**src/rtl/osp_pkg.sv**
```systemverilog
package osp_pkg;
    typedef enum logic {
        MODE_ASYNC = 1'b0,
        MODE_SYNC  = 1'b1
    } xfer_mode_e;

    localparam int unsigned STAGES_MAX = 2;
    localparam int unsigned CNT_W      = $clog2(STAGES_MAX + 1);
endpackage

```
**src/rtl/osp_stage.sv**
```systemverilog
module osp_stage #(
    parameter int unsigned DATA_W = 8
) (
    input  logic              clk,
    input  logic              rst_n,
    input  logic              flush_i,
    input  logic              load_i,
    input  logic [DATA_W-1:0] load_data_i,
    input  logic              unload_i,
    output logic              full_o,
    output logic [DATA_W-1:0] data_o
);
    typedef struct packed {
        logic              full;
        logic [DATA_W-1:0] data;
    } stage_t;

    stage_t st_d, st_q;

    always_comb begin
        st_d = st_q;
        if (flush_i) begin
            st_d.full = 1'b0;
        end else if (load_i) begin
            st_d.full = 1'b1;
            st_d.data = load_data_i;
        end else if (unload_i) begin
            st_d.full = 1'b0;
        end
    end

    always_ff @(posedge clk or negedge rst_n) begin
        if (!rst_n) begin
            st_q <= '0;
        end else begin
            st_q <= st_d;
        end
    end

    assign full_o = st_q.full;
    assign data_o = st_q.data;

    // a held byte is never replaced unless it leaves in the same cycle
    assert_no_overwrite_R2: assert property (@(posedge clk) disable iff (!rst_n)
        (full_o && !unload_i && !flush_i) |-> !load_i);

    // flush empties the stage on the next edge
    assert_stage_flush_R7: assert property (@(posedge clk) disable iff (!rst_n)
        flush_i |=> !full_o);
endmodule

```
**src/rtl/osp_mode_ctl.sv**
```systemverilog
module osp_mode_ctl
    import osp_pkg::*;
(
    input  logic       clk,
    input  logic       rst_n,
    input  logic       busy_i,
    input  logic       req_sync_i,
    output xfer_mode_e mode_o
);
    typedef struct packed {
        xfer_mode_e mode;
    } mctl_t;

    mctl_t m_d, m_q;

    always_comb begin
        m_d = m_q;
        if (!busy_i) begin
            m_d.mode = req_sync_i ? MODE_SYNC : MODE_ASYNC;
        end
    end

    always_ff @(posedge clk or negedge rst_n) begin
        if (!rst_n) begin
            m_q.mode <= MODE_SYNC;
        end else begin
            m_q <= m_d;
        end
    end

    assign mode_o = m_q.mode;

    // mode frozen while any byte is resident
    assert_mode_hold_R8: assert property (@(posedge clk) disable iff (!rst_n)
        busy_i |=> (mode_o == $past(mode_o)));
endmodule

```
**src/rtl/osp_out_path.sv**
```systemverilog
module osp_out_path
    import osp_pkg::*;
#(
    parameter int unsigned DATA_W = 8
) (
    input  logic              clk,
    input  logic              rst_n,
    input  logic              flush_i,
    input  logic              sync_mode_i,
    input  logic              wr_valid_i,
    input  logic [DATA_W-1:0] wr_data_i,
    output logic              wr_ready_o,
    output logic              bus_valid_o,
    output logic [DATA_W-1:0] bus_data_o,
    input  logic              bus_accept_i,
    output logic              latch_full_o,
    output logic              hidden_full_o,
    output logic [CNT_W-1:0]  resident_cnt_o,
    output logic              mode_o
);
    xfer_mode_e        mode_q;
    logic              is_sync;
    logic              lat_full, hid_full;
    logic [DATA_W-1:0] lat_data, hid_data;
    logic              hid_room, move, lat_unload, hid_unload, lat_load;

    // control for the current cycle
    always_comb begin
        is_sync    = (mode_q == MODE_SYNC);
        hid_unload = is_sync && hid_full && bus_accept_i;
        hid_room   = !hid_full || bus_accept_i;
        move       = is_sync && lat_full && hid_room;
        lat_unload = is_sync ? move : (lat_full && bus_accept_i);
        wr_ready_o = !flush_i && (!lat_full || lat_unload);
        lat_load   = wr_valid_i && wr_ready_o;
        bus_valid_o = is_sync ? hid_full : lat_full;
        bus_data_o  = is_sync ? hid_data : lat_data;
    end

    osp_stage #(.DATA_W(DATA_W)) u_latch (
        .clk        (clk),
        .rst_n      (rst_n),
        .flush_i    (flush_i),
        .load_i     (lat_load),
        .load_data_i(wr_data_i),
        .unload_i   (lat_unload),
        .full_o     (lat_full),
        .data_o     (lat_data)
    );

    osp_stage #(.DATA_W(DATA_W)) u_hidden (
        .clk        (clk),
        .rst_n      (rst_n),
        .flush_i    (flush_i),
        .load_i     (move),
        .load_data_i(lat_data),
        .unload_i   (hid_unload),
        .full_o     (hid_full),
        .data_o     (hid_data)
    );

    osp_mode_ctl u_mode (
        .clk       (clk),
        .rst_n     (rst_n),
        .busy_i    (lat_full || hid_full),
        .req_sync_i(sync_mode_i),
        .mode_o    (mode_q)
    );

    assign latch_full_o   = lat_full;
    assign hidden_full_o  = hid_full;
    assign resident_cnt_o = CNT_W'(lat_full) + CNT_W'(hid_full);
    assign mode_o         = mode_q;

    // asynchronous transfers never park a byte in the hidden register
    assert_async_no_hidden_R4: assert property (@(posedge clk) disable iff (!rst_n)
        (mode_q == MODE_ASYNC) |-> !hid_full);

    // in synchronous mode the bus only sees the hidden register
    assert_sync_source_R3: assert property (@(posedge clk) disable iff (!rst_n)
        (is_sync && bus_valid_o) |-> hidden_full_o);

    // unaccepted byte stays put on the bus side
    assert_bus_hold_R9: assert property (@(posedge clk) disable iff (!rst_n)
        (bus_valid_o && !bus_accept_i && !flush_i) |=> (bus_valid_o && $stable(bus_data_o)));

    // flush leaves nothing resident
    assert_flush_empty_R7: assert property (@(posedge clk) disable iff (!rst_n)
        flush_i |=> (resident_cnt_o == '0));
endmodule

```
**config.mk**
```make
export PLATFORM = sky130hd
export DESIGN_NAME = osp_out_path
export DESIGN_NICKNAME = d
export VERILOG_FILES = /design/src/rtl/osp_pkg.sv /design/src/rtl/osp_stage.sv /design/src/rtl/osp_mode_ctl.sv /design/src/rtl/osp_out_path.sv
export SDC_FILE = /design/constraint.sdc
export NUM_CORES = 1
export LEC_CHECK = 0
export BUFFER_PORTS_ARGS = -buffer_cell sky130_fd_sc_hd__buf_4
export CORE_UTILIZATION = 52
export DETAILED_ROUTE_END_ITERATION = 7
export PLACE_DENSITY = 0.82
export RECOVER_POWER = 100
export SLEW_MARGIN = 20
export SYNTH_ARGS = -nofsm -noshare
export SYNTH_HDL_FRONTEND = slang
export SYNTH_SLANG_ARGS = --single-unit
```
**constraint.sdc**
```tcl
create_clock -name clk -period 4.8 [get_ports clk]
set_clock_uncertainty 0.15 [all_clocks]
set_input_delay 0 -clock clk [delete_from_list [all_inputs] [get_ports clk]]
set_output_delay 0 -clock clk [all_outputs]
set_load 0.01 [all_outputs]
```
# Word level (Yosys, flattened, before mapping)
# Cells that the tools add are included.
dict set report totals {
  wordCells 34
  in_bits 14
  output_inout_bits 15
  reg_bits 19
}
dict set report classes {
  n_bitwise 1
  n_mux 10
  reduce_logical 17
  add_sub_neg 1
}
# op n
set op_table {}
lappend op_table {{two-way mux 1 bit} 9}
lappend op_table {{two-way mux 8 bit} 1}
lappend op_table {{logical AND 1 bit} 7}
lappend op_table {{nonzero test 3 bit} 2}
lappend op_table {{AND reduction 2 bit} 2}
lappend op_table {{zero test 1 bit} 3}
lappend op_table {{logical OR 1 bit} 3}
lappend op_table {{adder 1 x 1 -> 2 bit} 1}
lappend op_table {{inverter 1 bit} 1}

# Longest topological paths before layout
# Gate-level depths: netlist of the first run.
dict set report logic_depth {
  ltp_word 9
  ltp_mapped 4
  mapped_depth_nobuf 3
}

# Modules after synthesis
# A second synthesis of the first run with hierarchy kept.
dict set report unflattened {
  cells_unflattened 72
  area_unflattened_um2 1034.7
}
# module instances cells_per_inst seq_area_each_um2 area_per_inst_um2
set modules_own_cells {}
lappend modules_own_cells {osp_stage 2 22 225.2 385.4}
lappend modules_own_cells {osp_out_path 1 26 0.0 222.7}
lappend modules_own_cells {osp_mode_ctl 1 2 26.3 41.3}

# Worst setup path after synthesis of the first run
# Ideal clock, no wire load.
dict set report synth_timing {
  kind {reg-to-reg}
  start {register u_hidden.st_q (netlist bit u_hidden.full_o)}
  end {register u_latch.st_q (netlist bit u_latch.data_o[0])}
  period_less_slack_ns 1.791
  slack_ns 3.009
  t_arrival_ns 1.517
  n_path_buf 0
  path_stages_with_launch 4
  setup_ns 0.125
  t_required_ns 4.525
  cell_sequence {dfrtp_1 nand2b_2 a311oi_4 mux2_2}
}
dict set report synth_between {
  elab_chain_cells 8
}
# element line
set synth_lines {}
lappend synth_lines {{from (decl)} osp_stage.sv:18} ;# stage_t st_d, st_q;
lappend synth_lines {{from (signal assigned)} osp_stage.sv:36} ;# st_q <= st_d;
lappend synth_lines {{zero test 1 bit} osp_out_path.sv:31} ;# hid_room = !hid_full || bus_accept_i;
lappend synth_lines {{logical OR 1 bit} osp_out_path.sv:31}
lappend synth_lines {{logical AND 1 bit} osp_out_path.sv:32} ;# move = is_sync && lat_full && hid_room;
lappend synth_lines {{two-way mux 1 bit} osp_out_path.sv:33} ;# lat_unload = is_sync ? move : (lat_full && bus_accept_i);
lappend synth_lines {{logical OR 1 bit} osp_out_path.sv:34} ;# wr_ready_o = !flush_i && (!lat_full || lat_unload);
lappend synth_lines {{logical AND 1 bit} osp_out_path.sv:34}
lappend synth_lines {{logical AND 1 bit} osp_out_path.sv:35} ;# lat_load = wr_valid_i && wr_ready_o;
lappend synth_lines {{AND reduction 2 bit (no source line)} --}
lappend synth_lines {{to (signal assigned)} osp_stage.sv:36}
lappend synth_lines {{to (decl)} osp_stage.sv:18}
# Every way passes these cells.
# A chain may end at the register's enable or synchronous reset.

# Final worst setup path of the first run
dict set report layout_timing {
  start {register u_mode.m_q (netlist: u_mode.mode_o)}
  end {register u_hidden.st_q (netlist bit u_hidden.data_o[6])}
}
dict set report layout_between {
  elab_chain_cells 3
}
# element line
set layout_lines {}
lappend layout_lines {{from (decl)} osp_mode_ctl.sv:14} ;# mctl_t m_d, m_q;
lappend layout_lines {{from (signal assigned)} osp_mode_ctl.sv:27} ;# m_q <= m_d;
lappend layout_lines {{logical AND 1 bit (2 in series)} osp_out_path.sv:32}
lappend layout_lines {{AND reduction 2 bit (no source line)} --}
# Every way passes these cells.

==> metrics.md, run 1 <==
| Metric | Value |
|---|---|
| Fmax | `365 MHz` |
| Grt total ovfl | `0` |
| Num CTS Buffers | `3` |
| Critical path class | `flop to flop` |
| Main combinational cell family by area after synthesis | `multiplexers` |
| Pwr per Cell Area | `366 nW/um^2` |
| Synth Net Count | `79` |
| Distinct cells, synth | `14` |
| Antenna viol nets, final | `0` |
| HP Class | `input pin to async pin` |
| Synth Area in Compound Gates | `6.88%` |
| Most common cell after layout, fill and taps aside | `mux2_2` |
| Initial Util | `57.1%` |
| Synth Area in Adders | `2.81%` |
| Status | `finished, violations left` |
| GP Congestion | `0.781` |
| Clk buf depth | `2` |
| Yosys reg bits | `19` |
| Finished Core Util | `77.9%` |
| Area grow syn2layout | `36.4%` |
| Worst flop-to-flop path startpoint | `u_mode.mode_o` |
| Most frequent cells in the layout | `mux2_2 (25), dfrtp_1 (18), clkbuf_1 (16)` |
| CTS clk-pin slew, worst paths | `100 ps` |
| RSZ-0062 raised after global routing | `no` |
| Count of final max-slew check failures | `0` |
| # nets final | `126` |
| Worst Path Required | `4840 ps` |
| Arrival time at the worst endpoint | `2780 ps` |
| Cells on worst reg2reg path | `3` |
| CP Capture Type | `flop` |
| Die X | `43.4 um` |
| VDD IR-drop max | `262 uV` |
| Cts hold-fix bufs | `15` |
| # DRC | `4` |
| # IOs | `29` |
| Final setup fails | `0` |
| Standard-cell rows | `14` |
| Mapped cell area | `891 um^2` |
| Failing checks | `design-rule violations` |
| Vias per cell | `5.38` |
| Post-CTS Resized | `0` |
| Final Hold Viols | `0` |
| CTS tree | `yes` |
| Minimum clock period | `2740 ps` |
| # port buffers | `28` |
| Top fanout value on the critical path | `15` |
| Layout cells sized above 1 | `38.5%` |
| GRT Overall Usage | `21.4%` |
| Yosys Warn Count | `0` |
| Root Driver | `clkbuf_4` |
| # diodes | `0` |
| Post-Synth Simple-Gate Area | `3.09%` |
| Reg2reg end | `u_hidden.data_o[6]` |
| Period utilization | `57.1%` |
| Vias in the first global route | `673` |
| DR WL/cell | `14.5 um` |
| Worst rel slew slack | `12.0%` |
| DIE HEIGHT | `43.4 um` |
| Worst setup path start | `u_mode.mode_o` |
| Via count | `673` |
| Post-synthesis sequential area ratio | `53.5%` |
| Gate Count Post-Synth | `63` |
| Setup crit start kind | `flop` |
| Max_cap viols | `0` |
| Setup TNS Final | `0 ps` |
| Final WL | `1.81 mm` |
| Setup bufs post-CTS | `0` |
| Antenna violations before repair | `0` |
| Worst reg-to-reg setup slack | `2060 ps` |
| Die area | `1880 um^2` |
| First-pass DRT Iterations | `6` |
| H-tree depth | `1` |
| Pleak | `0.000534 uW` |
| Xor and xnor area share after synthesis | `0%` |
| Worst-Skew Late Latency | `290 ps` |
| Mux contribution to synthesized area | `31.6%` |
| CTS sink cnt | `19` |
| Post-Syn Area per Cell | `14.1 um^2` |
| End of the critical path | `u_hidden.data_o[6]` |
| Global-route wire length before repair | `2.88 mm` |
| Largest net degree at the start of global routing | `19` |
| Core area | `1560 um^2` |
| Slew @ Worst Pin | `1310 ps` |
| 1st-iter DRT viols | `7` |
-- worst min-delay path by stage --
stage	depth (start not counted)	endpoint
6_report	2	u_mode.mode_o
3_5_place_dp	1	u_latch.data_o[0]
2_1_floorplan	0	u_hidden.data_o[0]
3_3_place_gp	1	u_hidden.data_o[0]
5_1_grt	2	u_mode.mode_o
4_1_cts	2	u_mode.mode_o
-- report_power, final --
group	leakage (uW)	internal, uW	total, uW	switching, uW
Combinational	0.000293	80.7	135	54.2
Clock	0.0000150	32.3	79.9	47.5
Sequential	0.000227	202	230	28.1
-- per-layer routing --
| layer | wire length (um) | share of wire [%] | global-route usage (%) |
|---|---|---|---|
| met1 | 774 | 43 | 25.6 |
| met2 | 928 | 51 | 39.4 |
| met3 | 91 | 5.0 | 2.92 |
| met4 | 19 | 1.0 | 7.50 |
| met5 | 0 | 0 | 0 |
-- cells in the mapped netlist --
cell / instances / share of area (%)
a311oi_4: 1 / 2.9
dfstp_2: 1 / 2.9
nand2b_2: 1 / 0.98
nor2_1: 1 / 0.42
a31oi_1: 2 / 1.4
dfrtp_1: 18 / 51
inv_1: 4 / 1.7
a21oi_1: 1 / 0.56
nand2_1: 4 / 1.7
o21ai_0: 1 / 0.56
clkbuf_1: 1 / 0.42
mux2_2: 25 / 32
ha_1: 2 / 2.8
a211oi_2: 1 / 1.4
-- kinds of logic after synthesis --
group,Yosys count
AO/OA/AOI/OAI,6
buffers and inverters,5
AND/OR/NAND/NOR,6
flip-flops,19
adder cells (fa/ha/maj),2
multiplexers,25
-- stage by stage --
step                      hold slack (ps)  area (um^2)  worst slack [ps]  instances  power, uW
after floorplan                      -446          891              3010         63        316
after global placement               -269         1120              2670        106        378
after global routing                  110         1210              1790        125        473
after detailed placement             -264         1120              2660        106        385
final                                 108         1210              2060        125        445
after CTS                            21.6         1290              2660        125        473
-- worst max-delay path, stage by stage, from the launching register on --
cell      delay [ps]
dfstp_1          870
nand2_1          140
a211oi_1        1030
mux2_2           430
-- area by class of cell --
cell class / instances / area (um^2)
multi-input cells: 39 / 373
repair buffers: 43 / 304
fillers: 104 / 344
flip-flops and latches: 19 / 477
clock buffers: 4 / 26.3
well taps: 16 / 20.0
inverters: 4 / 15.0
-- flip-flops by register name, indices dropped and copies added (netlist names) --
name,cells
u_latch.full_o,1
u_hidden.full_o,1
u_hidden.data_o,8
u_latch.data_o,8
u_mode.mode_o,1
Note: power is estimated with default switching activity, not from simulation.
==> inputs of run 2 (changes only) <==
- CORE_UTILIZATION: 52 -> 48
- PLACE_DENSITY: 0.82 -> 0.76
- clock period: 4.8 -> 2.6 ns (I/O delays scaled with it)
==> run 2 against run 1 <==
  * Design area grew 2.4%
  * Critical endpoint is now u_latch.data_o[3]
  * The run now ends clean
  * Sequential cell count is the same
  * Setup slack lost 1700 ps
  * Maximum frequency grew 21%
==> metrics.md, run 2 (synthesis gave the netlist of run 1 again) <==
| Metric | Value |
|---|---|
| # port buffers | `28` |
| Worst-Skew Late Latency | `290 ps` |
| GRT Overall Usage | `21.0%` |
| Area grow syn2layout | `39.6%` |
| Area taken by multi-input logic gates | `379 um^2` |
| Worst reg-to-reg setup slack | `340 ps` |
| # IOs | `29` |
| Worst Path Required | `2640 ps` |
| Grt total ovfl | `0` |
| Arrival time at the worst endpoint | `2300 ps` |
| # nets final | `127` |
| 1st-iter DRT viols | `7` |
| Antenna violations before repair | `0` |
| Layout cells sized above 1 | `41.8%` |
| Worst Hold Slack | `40.1 ps` |
| Clk buf depth | `2` |
| Cells on worst reg2reg path | `3` |
| # DRC | `0` |
| Max_cap viols | `0` |
| Critical path class | `flop to flop` |
| Via count | `673` |
| Most frequent cells in the layout | `mux2_2 (25), dfrtp_1 (18), clkbuf_1 (15), dlygate4sd3_1 (15), buf_4 (14)` |
| Pwr per Cell Area | `663 nW/um^2` |
| Top fanout value on the critical path | `15` |
| DIE HEIGHT | `45.1 um` |
| Count of final max-slew check failures | `0` |
| First-pass DRT Iterations | `4` |
| H-tree depth | `1` |
| Antenna viol nets, final | `0` |
| Setup TNS Final | `0 ps` |
| VDD IR-drop max | `438 uV` |
| Vias in the first global route | `694` |
| Standard-cell rows | `15` |
| Fmax | `442 MHz` |
| Vias per cell | `4.99` |
| Die X | `45.1 um` |
| Final setup fails | `0` |
| CTS clk-pin slew, worst paths | `100 ps` |
| Num CTS Buffers | `3` |
| Worst flop-to-flop path startpoint | `u_mode.mode_o` |
| Period utilization | `87.1%` |
| HP Class | `input pin to async pin` |
| Post-DP HPWL | `1.14 mm` |
| RSZ-0062 raised after global routing | `no` |
| Setup crit start kind | `flop` |
| GP Congestion | `0.704` |
| CP Capture Type | `flop` |
| Register Area | `477 um^2` |
| Die area | `2030 um^2` |
| CTS tree | `yes` |
| Largest net degree at the start of global routing | `19` |
| Worst rel slew slack | `46.8%` |
| Slew @ Worst Pin | `795 ps` |
| Reg2reg end | `u_latch.data_o[3]` |
| Status | `completed` |
| DR WL/cell | `12.9 um` |
| Fill cells | `154` |
| Final Hold Viols | `0` |
| # diodes | `0` |
| Most common cell after layout, fill and taps aside | `mux2_2` |
| Pleak | `0.000545 uW` |
| Root Driver | `clkbuf_4` |
| Final WL | `1.74 mm` |
| Initial Util | `51.6%` |
| Post-CTS Resized | `0` |
| Minimum clock period | `2260 ps` |
| Global-route wire length before repair | `2.92 mm` |
| Core area | `1730 um^2` |
| CTS sink cnt | `19` |
| Setup bufs post-CTS | `0` |
[run 2: cell types whose count changed in the layout (fill, tap and decap cells not counted), sizes merged]
cell,before,now
buf,13,14
[run 2: per-stage QoR]
stage	util (%)	worst slack (ps)	std cells	total power, uW	cell area [um^2]
after global placement	65.8	521	116	699	1140
after floorplan	-	809	63	584	891
after global routing	72.0	215	135	880	1240
final	72.0	335	135	825	1240
after detailed placement	65.8	474	116	708	1140
after CTS	76.0	453	135	875	1310
[run 2: worst max-delay path by stage]
stage	cells past startpoint	end	start	slack, ps
CTS	3	u_latch.data_o[3]	u_mode.mode_o	450
global route	3	u_latch.data_o[6]	u_mode.mode_o	220
global placement	3	u_latch.data_o[2]	u_mode.mode_o	520
finish	3	u_latch.data_o[3]	u_mode.mode_o	340
detailed placement	3	u_latch.data_o[3]	u_mode.mode_o	470
floorplan	3	u_latch.data_o[0]	u_hidden.full_o	810
[run 2: timing repair]
| item | CTS | global route |
|---|---|---|
| endpoints found under the hold margin | 32 | 0 |
| hold buffers | 15 | 0 |
| endpoints found under the setup margin | 0 | 0 |
[run 2: worst max-delay path, stage by stage, from the launching register on]
cell      delay, ps
dfstp_2         740
nand2b_2        120
a311oi_2        730
mux2_2          410
[run 2: power by group]
group,switching [uW],total [uW],leakage (uW),internal [uW]
Sequential,49.8,424,0.000227,374
Combinational,101,252,0.000302,151
Clock,89.4,149,0.0000150,59.8
[run 2: layer usage]
| layer | wire length, um | up-vias | GRT usage (%) | share of wire [%] |
|---|---|---|---|---|
| met4 | 36 | 0 | 10.9 | 2.1 |
| met3 | 62 | 4 | 4.80 | 3.6 |
| met2 | 895 | 24 | 36.2 | 51 |
| met5 | 0 | - | 0 | 0 |
| met1 | 749 | 327 | 24.2 | 43 |
| li1 | - | 318 | - | - |
[run 2: cell type report]
type                    instances  share of cell area, %
multi-input cells              39                   30.5
clock buffers                   4                   2.11
flip-flops and latches         19                   38.3
well taps                      25                   2.52
inverters                       4                   1.21
repair buffers                 44                   25.4
